==> src/rtl/ilv_pkg.sv <==
package ilv_pkg;

   typedef enum logic [2:0] {
      SEL_SRC_BASE = 3'd0,
      SEL_DST_BASE = 3'd1,
      SEL_FRAMES   = 3'd2,
      SEL_ENTRIES  = 3'd3,
      SEL_FLAGS    = 3'd4
   } cfg_sel_e;

   // packed so that src_adv is bit 0 and dst_skip is bit 3
   typedef struct packed {
      logic dst_skip;
      logic dst_adv;
      logic src_skip;
      logic src_adv;
   } side_flags_t;

   typedef enum logic {
      WALK_IDLE = 1'b0,
      WALK_RUN  = 1'b1
   } walk_state_e;

endpackage

==> src/rtl/ilv_chunk_table.sv <==
module ilv_chunk_table #(
   parameter int DEPTH = 16,
   parameter int LEN_W = 16,
   parameter int IDX_W = 4
) (
   input  logic             clk,
   input  logic             rst_n,
   input  logic             wr_en,
   input  logic [IDX_W-1:0] wr_idx,
   input  logic [LEN_W-1:0] wr_size,
   input  logic [LEN_W-1:0] wr_gap,
   input  logic [IDX_W-1:0] rd_idx,
   output logic [LEN_W-1:0] rd_size,
   output logic [LEN_W-1:0] rd_gap
);

   logic [LEN_W-1:0] size_q [DEPTH];
   logic [LEN_W-1:0] gap_q  [DEPTH];

   for (genvar e = 0; e < DEPTH; e++) begin : g_entry
      always_ff @(posedge clk or negedge rst_n) begin
         if (!rst_n) begin
            size_q[e] <= '0;
            gap_q[e]  <= '0;
         end else if (wr_en && (wr_idx == IDX_W'(e))) begin
            size_q[e] <= wr_size;
            gap_q[e]  <= wr_gap;
         end
      end
   end

   always_comb begin
      rd_size = '0;
      rd_gap  = '0;
      for (int e = 0; e < DEPTH; e++) begin
         if (rd_idx == IDX_W'(e)) begin
            rd_size = size_q[e];
            rd_gap  = gap_q[e];
         end
      end
   end

endmodule

==> src/rtl/ilv_side_stepper.sv <==
module ilv_side_stepper #(
   parameter int ADDR_W = 32,
   parameter int LEN_W  = 16
) (
   input  logic              clk,
   input  logic              rst_n,
   input  logic              load,
   input  logic [ADDR_W-1:0] base,
   input  logic              adv_byte,
   input  logic              chunk_end,
   input  logic [LEN_W-1:0]  gap,
   input  logic              adv_en,
   input  logic              skip_en,
   output logic [ADDR_W-1:0] addr
);

   logic [ADDR_W-1:0] byte_step;
   logic [ADDR_W-1:0] skip_step;

   always_comb begin
      byte_step = (adv_en && adv_byte) ? ADDR_W'(1) : '0;
      skip_step = (adv_en && skip_en && chunk_end) ? ADDR_W'(gap) : '0;
   end

   always_ff @(posedge clk or negedge rst_n) begin
      if (!rst_n)
         addr <= '0;
      else if (load)
         addr <= base;
      else
         addr <= addr + byte_step + skip_step;
   end

endmodule

==> src/rtl/ilv_walk_ctrl.sv <==
module ilv_walk_ctrl
   import ilv_pkg::*;
#(
   parameter int LEN_W = 16,
   parameter int IDX_W = 4,
   parameter int CNT_W = 5,
   parameter int FRM_W = 16
) (
   input  logic             clk,
   input  logic             rst_n,
   input  logic             start,
   input  logic [FRM_W-1:0] frames,
   input  logic [CNT_W-1:0] entries,
   input  logic [LEN_W-1:0] cur_size,
   input  logic             out_ready,
   output logic [IDX_W-1:0] rd_idx,
   output logic             out_valid,
   output logic             load,
   output logic             adv_byte,
   output logic             chunk_end,
   output logic             busy,
   output logic             done
);

   walk_state_e      state_q;
   logic [IDX_W-1:0] idx_q;
   logic [FRM_W-1:0] frame_q;
   logic [LEN_W-1:0] byte_q;

   logic in_run, empty_chunk, last_byte, last_entry, last_frame, finish, empty_req;

   always_comb begin
      in_run      = (state_q == WALK_RUN);
      empty_chunk = (cur_size == '0);
      out_valid   = in_run && !empty_chunk;
      adv_byte    = out_valid && out_ready;
      last_byte   = (byte_q == cur_size - LEN_W'(1));
      chunk_end   = in_run && (empty_chunk || (adv_byte && last_byte));
      last_entry  = ((CNT_W'(idx_q) + CNT_W'(1)) == entries);
      last_frame  = ((frame_q + FRM_W'(1)) == frames);
      finish      = chunk_end && last_entry && last_frame;
      empty_req   = (frames == '0) || (entries == '0);
      load        = !in_run && start && !empty_req;
      busy        = in_run;
      rd_idx      = idx_q;
   end

   always_ff @(posedge clk or negedge rst_n) begin
      if (!rst_n) begin
         state_q <= WALK_IDLE;
         idx_q   <= '0;
         frame_q <= '0;
         byte_q  <= '0;
         done    <= 1'b0;
      end else begin
         done <= 1'b0;
         if (!in_run) begin
            if (load) begin
               state_q <= WALK_RUN;
               idx_q   <= '0;
               frame_q <= '0;
               byte_q  <= '0;
            end else if (start) begin
               done <= 1'b1;
            end
         end else begin
            if (adv_byte)
               byte_q <= last_byte ? '0 : byte_q + LEN_W'(1);
            if (chunk_end) begin
               if (last_entry) begin
                  idx_q   <= '0;
                  frame_q <= frame_q + FRM_W'(1);
               end else begin
                  idx_q <= idx_q + IDX_W'(1);
               end
            end
            if (finish) begin
               state_q <= WALK_IDLE;
               done    <= 1'b1;
            end
         end
      end
   end

endmodule

==> src/rtl/ilv_addr_gen.sv <==
module ilv_addr_gen
   import ilv_pkg::*;
#(
   parameter  int ADDR_W = 32,
   parameter  int LEN_W  = 16,
   parameter  int DEPTH  = 16,
   parameter  int FRM_W  = 16,
   localparam int IDX_W  = (DEPTH > 1) ? $clog2(DEPTH) : 1,
   localparam int CNT_W  = $clog2(DEPTH + 1)
) (
   input  logic              clk,
   input  logic              rst_n,
   input  logic              cfg_we,
   input  logic [2:0]        cfg_sel,
   input  logic [ADDR_W-1:0] cfg_data,
   input  logic              tbl_we,
   input  logic [IDX_W-1:0]  tbl_idx,
   input  logic [LEN_W-1:0]  tbl_size,
   input  logic [LEN_W-1:0]  tbl_gap,
   input  logic              start,
   output logic              out_valid,
   input  logic              out_ready,
   output logic [ADDR_W-1:0] src_addr,
   output logic [ADDR_W-1:0] dst_addr,
   output logic              busy,
   output logic              done
);

   localparam int SIDES = 2;

   if (DEPTH < 2) begin : g_bad_depth
      $error("ilv_addr_gen: DEPTH must be at least 2");
   end
   if (ADDR_W < LEN_W) begin : g_bad_width
      $error("ilv_addr_gen: ADDR_W must not be narrower than LEN_W");
   end
   if (FRM_W > ADDR_W || CNT_W > ADDR_W) begin : g_bad_count
      $error("ilv_addr_gen: counts must fit in cfg_data");
   end

   logic [ADDR_W-1:0] src_base_q, dst_base_q;
   logic [FRM_W-1:0]  frames_q;
   logic [CNT_W-1:0]  entries_q;
   side_flags_t       flags_q;

   always_ff @(posedge clk or negedge rst_n) begin
      if (!rst_n) begin
         src_base_q <= '0;
         dst_base_q <= '0;
         frames_q   <= '0;
         entries_q  <= '0;
         flags_q    <= '0;
      end else if (cfg_we) begin
         case (cfg_sel_e'(cfg_sel))
            SEL_SRC_BASE: src_base_q <= cfg_data;
            SEL_DST_BASE: dst_base_q <= cfg_data;
            SEL_FRAMES:   frames_q   <= cfg_data[FRM_W-1:0];
            SEL_ENTRIES:  entries_q  <= cfg_data[CNT_W-1:0];
            SEL_FLAGS:    flags_q    <= side_flags_t'(cfg_data[3:0]);
            default: ;
         endcase
      end
   end

   logic [IDX_W-1:0] rd_idx;
   logic [LEN_W-1:0] cur_size, cur_gap;
   logic             load, adv_byte, chunk_end;

   ilv_chunk_table #(.DEPTH(DEPTH), .LEN_W(LEN_W), .IDX_W(IDX_W)) u_table (
      .clk     (clk),
      .rst_n   (rst_n),
      .wr_en   (tbl_we),
      .wr_idx  (tbl_idx),
      .wr_size (tbl_size),
      .wr_gap  (tbl_gap),
      .rd_idx  (rd_idx),
      .rd_size (cur_size),
      .rd_gap  (cur_gap)
   );

   ilv_walk_ctrl #(.LEN_W(LEN_W), .IDX_W(IDX_W), .CNT_W(CNT_W), .FRM_W(FRM_W)) u_walk (
      .clk       (clk),
      .rst_n     (rst_n),
      .start     (start),
      .frames    (frames_q),
      .entries   (entries_q),
      .cur_size  (cur_size),
      .out_ready (out_ready),
      .rd_idx    (rd_idx),
      .out_valid (out_valid),
      .load      (load),
      .adv_byte  (adv_byte),
      .chunk_end (chunk_end),
      .busy      (busy),
      .done      (done)
   );

   logic [ADDR_W-1:0] side_base [SIDES];
   logic [ADDR_W-1:0] side_addr [SIDES];
   logic              side_adv  [SIDES];
   logic              side_skip [SIDES];

   always_comb begin
      side_base[0] = src_base_q;
      side_base[1] = dst_base_q;
      side_adv[0]  = flags_q.src_adv;
      side_adv[1]  = flags_q.dst_adv;
      side_skip[0] = flags_q.src_skip;
      side_skip[1] = flags_q.dst_skip;
   end

   for (genvar s = 0; s < SIDES; s++) begin : g_side
      ilv_side_stepper #(.ADDR_W(ADDR_W), .LEN_W(LEN_W)) u_step (
         .clk       (clk),
         .rst_n     (rst_n),
         .load      (load),
         .base      (side_base[s]),
         .adv_byte  (adv_byte),
         .chunk_end (chunk_end),
         .gap       (cur_gap),
         .adv_en    (side_adv[s]),
         .skip_en   (side_skip[s]),
         .addr      (side_addr[s])
      );
   end

   assign src_addr = side_addr[0];
   assign dst_addr = side_addr[1];

endmodule

==> config.mk <==
export PLATFORM = sky130hd
export DESIGN_NAME = ilv_addr_gen
export DESIGN_NICKNAME = d
export VERILOG_FILES = /design/src/rtl/ilv_pkg.sv /design/src/rtl/ilv_chunk_table.sv /design/src/rtl/ilv_side_stepper.sv /design/src/rtl/ilv_walk_ctrl.sv /design/src/rtl/ilv_addr_gen.sv
export SDC_FILE = /design/constraint.sdc
export NUM_CORES = 1
export LEC_CHECK = 0
export BUFFER_PORTS_ARGS = -buffer_cell sky130_fd_sc_hd__buf_2
export CORE_ASPECT_RATIO = 1.75
export CORE_UTILIZATION = 60
export CTS_CLUSTER_DIAMETER = 150
export DETAILED_ROUTE_END_ITERATION = 6
export PLACE_DENSITY = 0.78
export SYNTH_ARGS = -nofsm -noshare
export SYNTH_HDL_FRONTEND = slang
export SYNTH_SLANG_ARGS = --single-unit
==> constraint.sdc <==
create_clock -name clk -period 9.2 [get_ports clk]
set_clock_uncertainty 0.15 [all_clocks]
set_input_delay 1.38 -clock clk [delete_from_list [all_inputs] [get_ports clk]]
set_output_delay 1.38 -clock clk [all_outputs]
set_load 0.02 [all_outputs]
==> results of run 1 <==
## state kept, by name (all words and copies together) (netlist names), 4 cells and up
| name | count |
|---|---|
| u_walk.frame_q | 16 |
| u_walk.rd_idx | 4 |
| src_base_q | 32 |
| frames_q | 16 |
| entries_q | 5 |
| flags_q | 4 |
| g_side.u_step.addr | 64 |
| dst_base_q | 32 |
| u_table.gap_q | 256 |
| u_table.size_q | 256 |
| u_walk.byte_q | 16 |
## metrics by stage
step	instances	util	setup slack, ns
2_1_floorplan	3043	-	1.71
3_3_place_gp	3800	0.633	0.292
3_5_place_dp	3800	0.633	0.223
4_1_cts	3911	0.671	0.147
5_1_grt	3912	0.671	0.119
6_report	3913	0.671	0.597
## final cells by class
cell class	instances	area (µm²)	share of cell area
timing repair buffer	216	1340	0.0346
multi-input combinational	2075	16300	0.423
clock inverter	21	303	0.00785
inverter	39	146	0.00380
sequential	703	17600	0.456
tap	767	960	0.0249
antenna	2	5.00	0.000130
clock buffer	90	1890	0.0491
## layer usage
metal | routed length, µm | share of wire
met2 | 50800 | 0.49
met5 | 23 | 0.00022
met3 | 6650 | 0.065
met4 | 8150 | 0.079
met1 | 37200 | 0.36
## worst paths after layout
| path | endpoint | cells past startpoint |
|---|---|---|
| max in group asynchronous | dst_base_q[6]$_DFFE_PN0P_ | 2 |
| min reg2reg | u_table.gap_q[46]$_DFFE_PN0P_ | 1 |
| min | u_table.gap_q[46]$_DFFE_PN0P_ | 1 |
| max reg2reg | g_side[0].u_step.addr[19]$_DFF_PN0_ | 31 |
| min in group asynchronous | u_table.size_q[181]$_DFFE_PN0P_ | 1 |
| max | g_side[0].u_step.addr[19]$_DFF_PN0_ | 31 |
## what timing repair did
action	CTS	global route
gates resized for setup	0	3
setup buffers	0	0
setup endpoints to repair	0	22
## cells by family (layout without fill, tap and decap cells)
kind of cell | count (synthesis) | after routing | share of synthesized area
adders and majority gates | 41 | 41 | 0.0155
DFF | 703 | 703 | 0.503
xor gates and xnor gates | 110 | 110 | 0.0275
buffers and inverters | 265 | 366 | 0.0344
other | 0 | 2 | 0
AOI/OAI and AO/OA | 665 | 665 | 0.128
and+or+nand+nor | 658 | 658 | 0.0985
muxes | 601 | 601 | 0.193
## cell usage after synthesis (11+ instances only)
| master | number | area share |
|---|---|---|
| nand3_1 | 86 | 0.012 |
| xor2_1 | 47 | 0.012 |
| buf_1 | 27 | 0.0029 |
| xnor2_1 | 63 | 0.016 |
| a221o_1 | 28 | 0.0080 |
| a211oi_1 | 36 | 0.0077 |
| buf_2 | 32 | 0.0046 |
| inv_1 | 37 | 0.0040 |
| clkbuf_1 | 141 | 0.015 |
| a31oi_1 | 23 | 0.0041 |
| o22ai_1 | 29 | 0.0052 |
| a22oi_1 | 24 | 0.0051 |
| o21ai_0 | 108 | 0.015 |
| o21a_1 | 13 | 0.0028 |
| nor2b_1 | 65 | 0.012 |
| dfrtp_1 | 703 | 0.50 |
| ha_1 | 37 | 0.013 |
| nand2b_1 | 44 | 0.0079 |
| nor3b_1 | 14 | 0.0030 |
| mux2_2 | 598 | 0.19 |
| and3_1 | 31 | 0.0055 |
| buf_6 | 18 | 0.0058 |
| o221ai_1 | 13 | 0.0033 |
| a221oi_1 | 41 | 0.010 |
| nand3b_1 | 11 | 0.0024 |
| o211ai_1 | 47 | 0.010 |
| o21bai_1 | 11 | 0.0024 |
| nor2_1 | 175 | 0.019 |
| nor3_1 | 32 | 0.0046 |
| nand2_1 | 122 | 0.013 |
| a21oi_1 | 195 | 0.028 |
## report_power, final
part           internal, W  total (W)  switching (W)
Clock              0.00162    0.00282        0.00121
Sequential         0.00388    0.00452       0.000637
Combinational      0.00184    0.00439        0.00255
## worst register-to-register path, delay by kind of cell, from the launching register on
family,cells,cell delay (ns)
xor+xnor,2,0.25
buf+inv,4,0.86
fa+ha+maj,2,0.53
simple gates,6,1.59
flops,1,0.41
compound gates,17,4.64
==> results.toml, run 1 <==
[die]
die_y_um = 322
start_util = 0.609
ios = 144
core_region_area_um2 = 57500
die_x_um = 185
rows = 116
die-area_um2 = 59400

[drt]
wl_per_cell_um = 26.3
wl_um = 103000
viasPerCell = 6.65
drc = 0
ant_nets = 0
drt_iter0_drc = 2447
dr_total_vias = 26035
first_pass_iters = 5

[worst_setup_path]
critical_path_class = "reg -> reg"
r2r-start = "u_walk.rd_idx[1]$_DFFE_PN0P_"
worstPathRequired_ns = 9.53
cpMostUsedCell = "a21oi_1"
critPathCaptureType = "flop"
crit_slowest_cell = "a2111oi_1"
max_stage_delay_ns = 0.76
crit_path_max_fanout = 38
path_buf_inv = 4
startpoint_type = "flop"
cp_data_arrival_time_ns = 8.93
path_delay_family = "compound AO/OA/AOI/OAI gates"
r2r_setup_slack_ns = 0.60
critPathLaunch = "u_walk.rd_idx[1]$_DFFE_PN0P_"

[logic_synthesis]
yosysUniqueCellTypes = 100
synth_ff_type = "dfrtp_1"
synthArstFlopShare = 1.00
netlist_instances = 3043
synth_nets = 3161
yosysWarnings = 0
ys_ff_latch = 703
ys_seq_area_frac = 0.503
netlist_area_um2 = 35000
synth.avg_cell_area_um2 = 11.5
synth_edf_count = 0

[grt]
gr-usage-met2 = 0.589
antenna_found_initial = 4
grt_pass1_vias = 27436
grtUsageMet1 = 0.408
busiest_layer = "met2"
grt_max_degree = 181
track_usage = 0.356
grt_overflow_total = 0
gr-usage-met3 = 0.0625
grt_pass1_wl_um = 159000

[final_layout]
final_nets = 3219
nFillCells = 4313
area_delta_synth_final_pct = 10.2
mostFrequentLayoutCells = "701 x dfrtp_1, 598 x mux2_2, 195 x a21oi_1, 164 x nor2_1, 142 x buf_2"
design_area_um2 = 38600
drive_gt1_frac = 0.315
layout_commonest_cell = "dfrtp_1"

[clocking]
ctsHoldBuffers = 0
clkTransAtPathRegs_ns = 0.07
root_buffer = "clkbuf_16"
clock_sinks = 703
htreeDepth = 3
cts_buffers = 66
cts_tree = "done"
clkLatencyLatePin_ns = 0.64
cts.path.max_buffers = 3

[sta]
slew_viol_final = 0
finalCriticalPeriod_ns = 8.60
worst_pin_slew_ns = 1.36
fmax_mhz = 116
setup_viol = 0
rsz0062_at_grt = "no"
hold_ws_ns = 0.352
report.final.hold_viol_count = 0
slew_headroom = 0.0923
finalSetupTns_ns = 0
post-route-period-util = 0.935

[power_and_ir_drop]
power.total_w = 0.0117
p_per_area_nw_per_um2 = 304
irDropWorstVdd_uv = 239
p_leak_nw = 16.5

[hold_path]
hp-class = "reg -> reg"
hp-start = "u_table.gap_q[46]$_DFFE_PN0P_"

[place]
portBuffers = 143
gp_congestion = 0.958
place_area_um2 = 36400
dp_hpwl_um = 68400

[run_status]
status = "finished clean"

[job]
cap_violations = 0
(Power assumes the default switching activity.)
==> run 2: changes to the inputs <==
==> constraint.sdc (replaced) <==
create_clock -name clk -period 8.1 [get_ports clk]
set_clock_uncertainty 0.15 [all_clocks]
set_input_delay 1.215 -clock clk [delete_from_list [all_inputs] [get_ports clk]]
set_output_delay 1.215 -clock clk [all_outputs]
set_load 0.02 [all_outputs]
==> results.toml, run 2 (synthesis gave the netlist of run 1 again) <==
[clocking]
root_buffer = "clkbuf_16"
clkTransAtPathRegs_ns = 0.06
cts.path.max_buffers = 3
clock_sinks = 703
cts_tree = "done"
htreeDepth = 3
cts_buffers = 67
clkLatencyLatePin_ns = 0.64

[worst_setup_path]
critPathCaptureType = "flop"
r2r-start = "u_walk.rd_idx[3]$_DFFE_PN0P_"
crit_slowest_cell = "dfrtp_2"
startpoint_type = "flop"
max_stage_delay_ns = 0.70
critical_path_class = "reg -> reg"
crit_path_max_fanout = 19
cp_data_arrival_time_ns = 8.08
r2r_setup_slack_ns = 0.34
critPathLaunch = "u_walk.rd_idx[3]$_DFFE_PN0P_"
worstPathRequired_ns = 8.42

[sta]
report.final.hold_viol_count = 0
slew_viol_final = 0
setup_viol = 0
post-route-period-util = 0.957
worst_pin_slew_ns = 1.27
finalCriticalPeriod_ns = 7.76
setup_slack_ns = 0.344
slew_headroom = 0.147
fmax_mhz = 129

[drt]
drt_iter0_drc = 2249
wl_per_cell_um = 26.1
dr_total_vias = 26281
drc = 0
ant_nets = 0
viasPerCell = 6.60
first_pass_iters = 6
wl_um = 104000

[power_and_ir_drop]
p_comb_frac = 0.382
switching_share = 0.370
p_leak_nw = 16.9
seqPwrFrac = 0.371
intPower_w = 0.00869
irDropWorstVdd_uv = 228
p_per_area_nw_per_um2 = 350
p_sw_w = 0.00510
clock_power_share = 0.247

[job]
cap_violations = 0

[die]
core_region_area_um2 = 57500
die_y_um = 322
rows = 116
ios = 144
die_x_um = 185
start_util = 0.609
die-area_um2 = 59400

[final_layout]
area_delta_synth_final_pct = 12.5
final_nets = 3275
mostFrequentLayoutCells = "699 x dfrtp_1, 598 x mux2_2, 192 x a21oi_1, 160 x nor2_1, 142 x buf_2"
top_regs = "u_table.gap_q: 256 flops, u_table.size_q: 256 flops, g_side.u_step.addr: 64 flops"
layout_commonest_cell = "dfrtp_1"
final-instance-count-excl-fill = 3981
drive_gt1_frac = 0.338
design_area_um2 = 39400

[grt]
track_usage = 0.357
grt_pass1_vias = 27539
grt_max_degree = 186
grt_overflow_total = 0
antenna_found_initial = 7
grt_pass1_wl_um = 159000

[place]
dp_hpwl_um = 68100
dp_slack_ns = 0.123
dp_cells = 3844
gp_congestion = 0.969
place_area_um2 = 36700
portBuffers = 143

[run_status]
status = "finished clean"

[hold_path]
hp-class = "reg -> reg"
hp-start = "u_table.gap_q[70]$_DFFE_PN0P_"
run 2: cell types whose count changed in the layout (fill, tap and decap cells not counted), moves of 4 or more:
cell       change
nor2_2         +4
diode_2        +4
buf_12         +5
clkbuf_1       -6
nor2_1         -4
clkinv_2       +4
buf_4         +47
bufinv_16      +4
run 2: power by group through the flow:
stage	combinational, W	sequential [W]	clock [W]
finish	0.00527	0.00512	0.00340
global route	0.00564	0.00520	0.00356
floorplan	0.00333	0.00509	0
CTS	0.00507	0.00508	0.00344
global placement	0.00490	0.00507	0
detailed placement	0.00503	0.00513	0
run 2: final cells by class:
class | instances | area (µm²)
fill | 4204 | 18100
tap | 767 | 960
inverter | 39 | 150
timing repair buffer | 271 | 1830
sequential | 703 | 17600
antenna | 6 | 15.0
clock inverter | 33 | 460
clock buffer | 87 | 1910
multi-input combinational | 2075 | 16500
run 2: critical path, delay by kind of cell (launching register included):
family | cells | cell delay [ns]
xor gates and xnor gates | 1 | 0.15
and+or+nand+nor | 7 | 2.06
buffers and inverters | 3 | 0.66
DFF | 1 | 0.70
adders and majority gates | 1 | 0.25
AOI/OAI and AO/OA | 18 | 3.56
run 2: path summary, 6_finish.rpt:
| kind | end | cells past startpoint |
|---|---|---|
| setup / recovery | g_side[0].u_step.addr[17]$_DFF_PN0_ | 30 |
| hold / removal | u_table.gap_q[70]$_DFFE_PN0P_ | 1 |
| setup reg to reg | g_side[0].u_step.addr[17]$_DFF_PN0_ | 30 |
| hold reg to reg | u_table.gap_q[70]$_DFFE_PN0P_ | 1 |
| max in group asynchronous | u_table.gap_q[119]$_DFFE_PN0P_ | 2 |
| min in group asynchronous | u_table.size_q[149]$_DFFE_PN0P_ | 1 |
run 2: routing by layer:
layer	GRT usage	routed length (µm)	share of wire
met5	0	21	0.00020
met2	0.592	51300	0.49
met3	0.0608	6850	0.066
met1	0.413	37800	0.36
met4	0.262	7940	0.076
run 2: per-stage QoR:
stage                     TNS (ns)  power [W]  utilization  hold WS [ns]
final                            0     0.0138        0.685         0.350
after global routing       -0.0210     0.0144        0.685         0.366
after CTS                        0     0.0136        0.681         0.348
after detailed placement         0     0.0102        0.639         0.334
after global placement           0    0.00998        0.639         0.328
after floorplan                  0    0.00842            -         0.320
run 2: what timing repair did:
| item | in CTS | in global routing |
|---|---|---|
| setup endpoints to repair | 13 | 35 |
| gates resized for setup | 2 | 38 |
| hold buffers | 0 | 0 |
| buffers inserted | 0 | 10 |
| cloned | 0 | 1 |
| pin swaps | 0 | 10 |
==> run 3: changes to the inputs <==
--- a/config.mk
+++ b/config.mk
@@ -6,11 +6,13 @@
 export NUM_CORES = 1
 export LEC_CHECK = 0
 export BUFFER_PORTS_ARGS = -buffer_cell sky130_fd_sc_hd__buf_2
+export CELL_PAD_IN_SITES_DETAIL_PLACEMENT = 0
+export CELL_PAD_IN_SITES_GLOBAL_PLACEMENT = 2
 export CORE_ASPECT_RATIO = 1.75
-export CORE_UTILIZATION = 60
+export CORE_UTILIZATION = 43
 export CTS_CLUSTER_DIAMETER = 150
 export DETAILED_ROUTE_END_ITERATION = 6
-export PLACE_DENSITY = 0.78
+export PLACE_DENSITY = 0.81
 export SYNTH_ARGS = -nofsm -noshare
 export SYNTH_HDL_FRONTEND = slang
 export SYNTH_SLANG_ARGS = --single-unit
==> results.toml, run 3 (synthesis gave the netlist of run 1 again) <==
[clocking]
cts.path.max_buffers = 3
clkLatencyLatePin_ns = 0.66
clkTransAtPathRegs_ns = 0.07
cts_buffers = 70
cts_tree = "done"
clock_sinks = 703
root_buffer = "clkbuf_16"
htreeDepth = 3

[sta]
slew_headroom = 0.191
slew_viol_final = 0
setup_slack_ns = 0.392
report.final.hold_viol_count = 0
rsz0062_at_grt = "no"
fmax_mhz = 130
finalCriticalPeriod_ns = 7.71
hold_ws_ns = 0.340
worst_pin_slew_ns = 1.21
setup_viol = 0
post-route-period-util = 0.952
finalSetupTns_ns = 0

[die]
core_region_area_um2 = 80800
rows = 138
die_y_um = 379
die_x_um = 218
start_util = 0.433
ios = 144
die-area_um2 = 82600

[final_layout]
layout_commonest_cell = "dfrtp_1"
nFillCells = 7366
area_delta_synth_final_pct = 13.7
mostFrequentLayoutCells = "700 x dfrtp_1, 598 x mux2_2, 191 x a21oi_1, 162 x nor2_1, 142 x buf_2"
final_nets = 3283
top_regs = "u_table.gap_q: 256 flops, u_table.size_q: 256 flops, g_side.u_step.addr: 64 flops"
multiInputGateArea_um2 = 16500
drive_gt1_frac = 0.336
post-route-util = 0.493
ff_latch_area_um2 = 17600

[grt]
grt_pass1_vias = 26834
grt_max_degree = 187
antenna_found_initial = 4
grt_overflow_total = 0
grt_pass1_wl_um = 166000
track_usage = 0.268

[drt]
dr_total_vias = 25688
drt_iter0_drc = 1821
viasPerCell = 6.02
wl_um = 110000
first_pass_iters = 7
ant_nets = 0
wl_per_cell_um = 25.7
drc = 1

[worst_setup_path]
reg2regPathDepth = 34
cpMostUsedCell = "buf_4"
r2r_setup_slack_ns = 0.39
r2r-start = "u_walk.rd_idx[1]$_DFFE_PN0P_"
worstPathRequired_ns = 8.46
critPathCaptureType = "flop"
crit_slowest_cell = "or4_4"
critPathLaunch = "u_walk.rd_idx[1]$_DFFE_PN0P_"
crit_path_max_fanout = 22
startpoint_type = "flop"
critical_path_class = "reg -> reg"
max_stage_delay_ns = 0.59
crit_end = "g_side[1].u_step.addr[28]$_DFF_PN0_"
cp_data_arrival_time_ns = 8.07
rr_endpoint = "g_side[1].u_step.addr[28]$_DFF_PN0_"

[hold_path]
hp-class = "reg -> reg"
holdPathStages = 1

[place]
dp_hpwl_um = 73300
dp_slack_ns = -0.0131
gp_congestion = 0.887
portBuffers = 143

[power_and_ir_drop]
p_per_area_nw_per_um2 = 348
p_leak_nw = 16.9
irDropWorstVdd_uv = 230

[run_status]
status = "complete, but fails checks"
violations = "design-rule violations"

[job]
cap_violations = 0
-- run 3: cell types whose count changed in the layout (fill, tap and decap cells not counted), moves of 4 or more --
cell and change:
bufinv_16 -5, clkbuf_1 +9, diode_2 -5, clkbuf_8 +4, clkinv_2 -4, clkbuf_16 +6
-- run 3: metal layers --
metal | share of wire | GRT usage | vias up
li1 | - | - | 11338
met1 | 0.40 | 0.320 | 13366
met2 | 0.50 | 0.468 | 723
met3 | 0.045 | 0.0369 | 257
met4 | 0.048 | 0.132 | 4
met5 | 0.00027 | 0 | -
-- run 3: through the flow --
step                      cell area, µm²  cells  power, W
after detailed placement           37100   4126    0.0102
after CTS                          39500   4252    0.0137
after global routing               39800   4269    0.0146
after global placement             37100   4126    0.0101
final                              39800   4270    0.0139
after floorplan                    35000   3043   0.00842
-- run 3: how the worst min path moves through the flow --
stage                                          startpoint                            endpoint
after detailed placement  u_table.size_q[218]$_DFFE_PN0P_     u_table.size_q[218]$_DFFE_PN0P_
after global routing            src_base_q[8]$_DFFE_PN0P_  g_side[0].u_step.addr[8]$_DFF_PN0_
after floorplan           u_table.size_q[208]$_DFFE_PN0P_     u_table.size_q[208]$_DFFE_PN0P_
after CTS                       src_base_q[8]$_DFFE_PN0P_  g_side[0].u_step.addr[8]$_DFF_PN0_
final                           src_base_q[8]$_DFFE_PN0P_  g_side[0].u_step.addr[8]$_DFF_PN0_
after global placement     u_table.size_q[61]$_DFFE_PN0P_      u_table.size_q[61]$_DFFE_PN0P_
-- run 3: layout make-up --
| type | instances | area share |
|---|---|---|
| Antenna cell | 1 | 0.0000629 |
| Clock buffer | 105 | 0.0534 |
| Clock inverter | 21 | 0.00685 |
| Inverter | 39 | 0.00368 |
| Multi-Input combinational cell | 2075 | 0.414 |
| Sequential cell | 703 | 0.442 |
| Tap cell | 1050 | 0.0330 |
| Timing Repair Buffer | 276 | 0.0472 |
-- run 3: what timing repair did --
| item | in CTS | in global routing |
|---|---|---|
| gates resized for setup | 1 | 33 |
| pin swaps | 0 | 6 |
| setup buffers | 0 | 15 |
| gates cloned | 0 | 2 |
| setup endpoints to repair | 2 | 35 |
| hold buffers | 0 | 0 |
-- run 3: report_power, final --
part | internal, W | total, W | switching (W)
combinational | 0.00232 | 0.00531 | 0.00299
sequential | 0.00441 | 0.00509 | 0.000679
clock | 0.00198 | 0.00345 | 0.00146
-- run 3: worst max-delay path, delay by kind of cell, from the launching register on --
kind | cells | cell delay, ns
AOI/OAI and AO/OA | 17 | 3.55
DFF | 1 | 0.44
and+or+nand+nor | 7 | 1.56
adders and majority gates | 2 | 0.49
xor gates and xnor gates | 1 | 0.16
buffers and inverters | 7 | 1.21
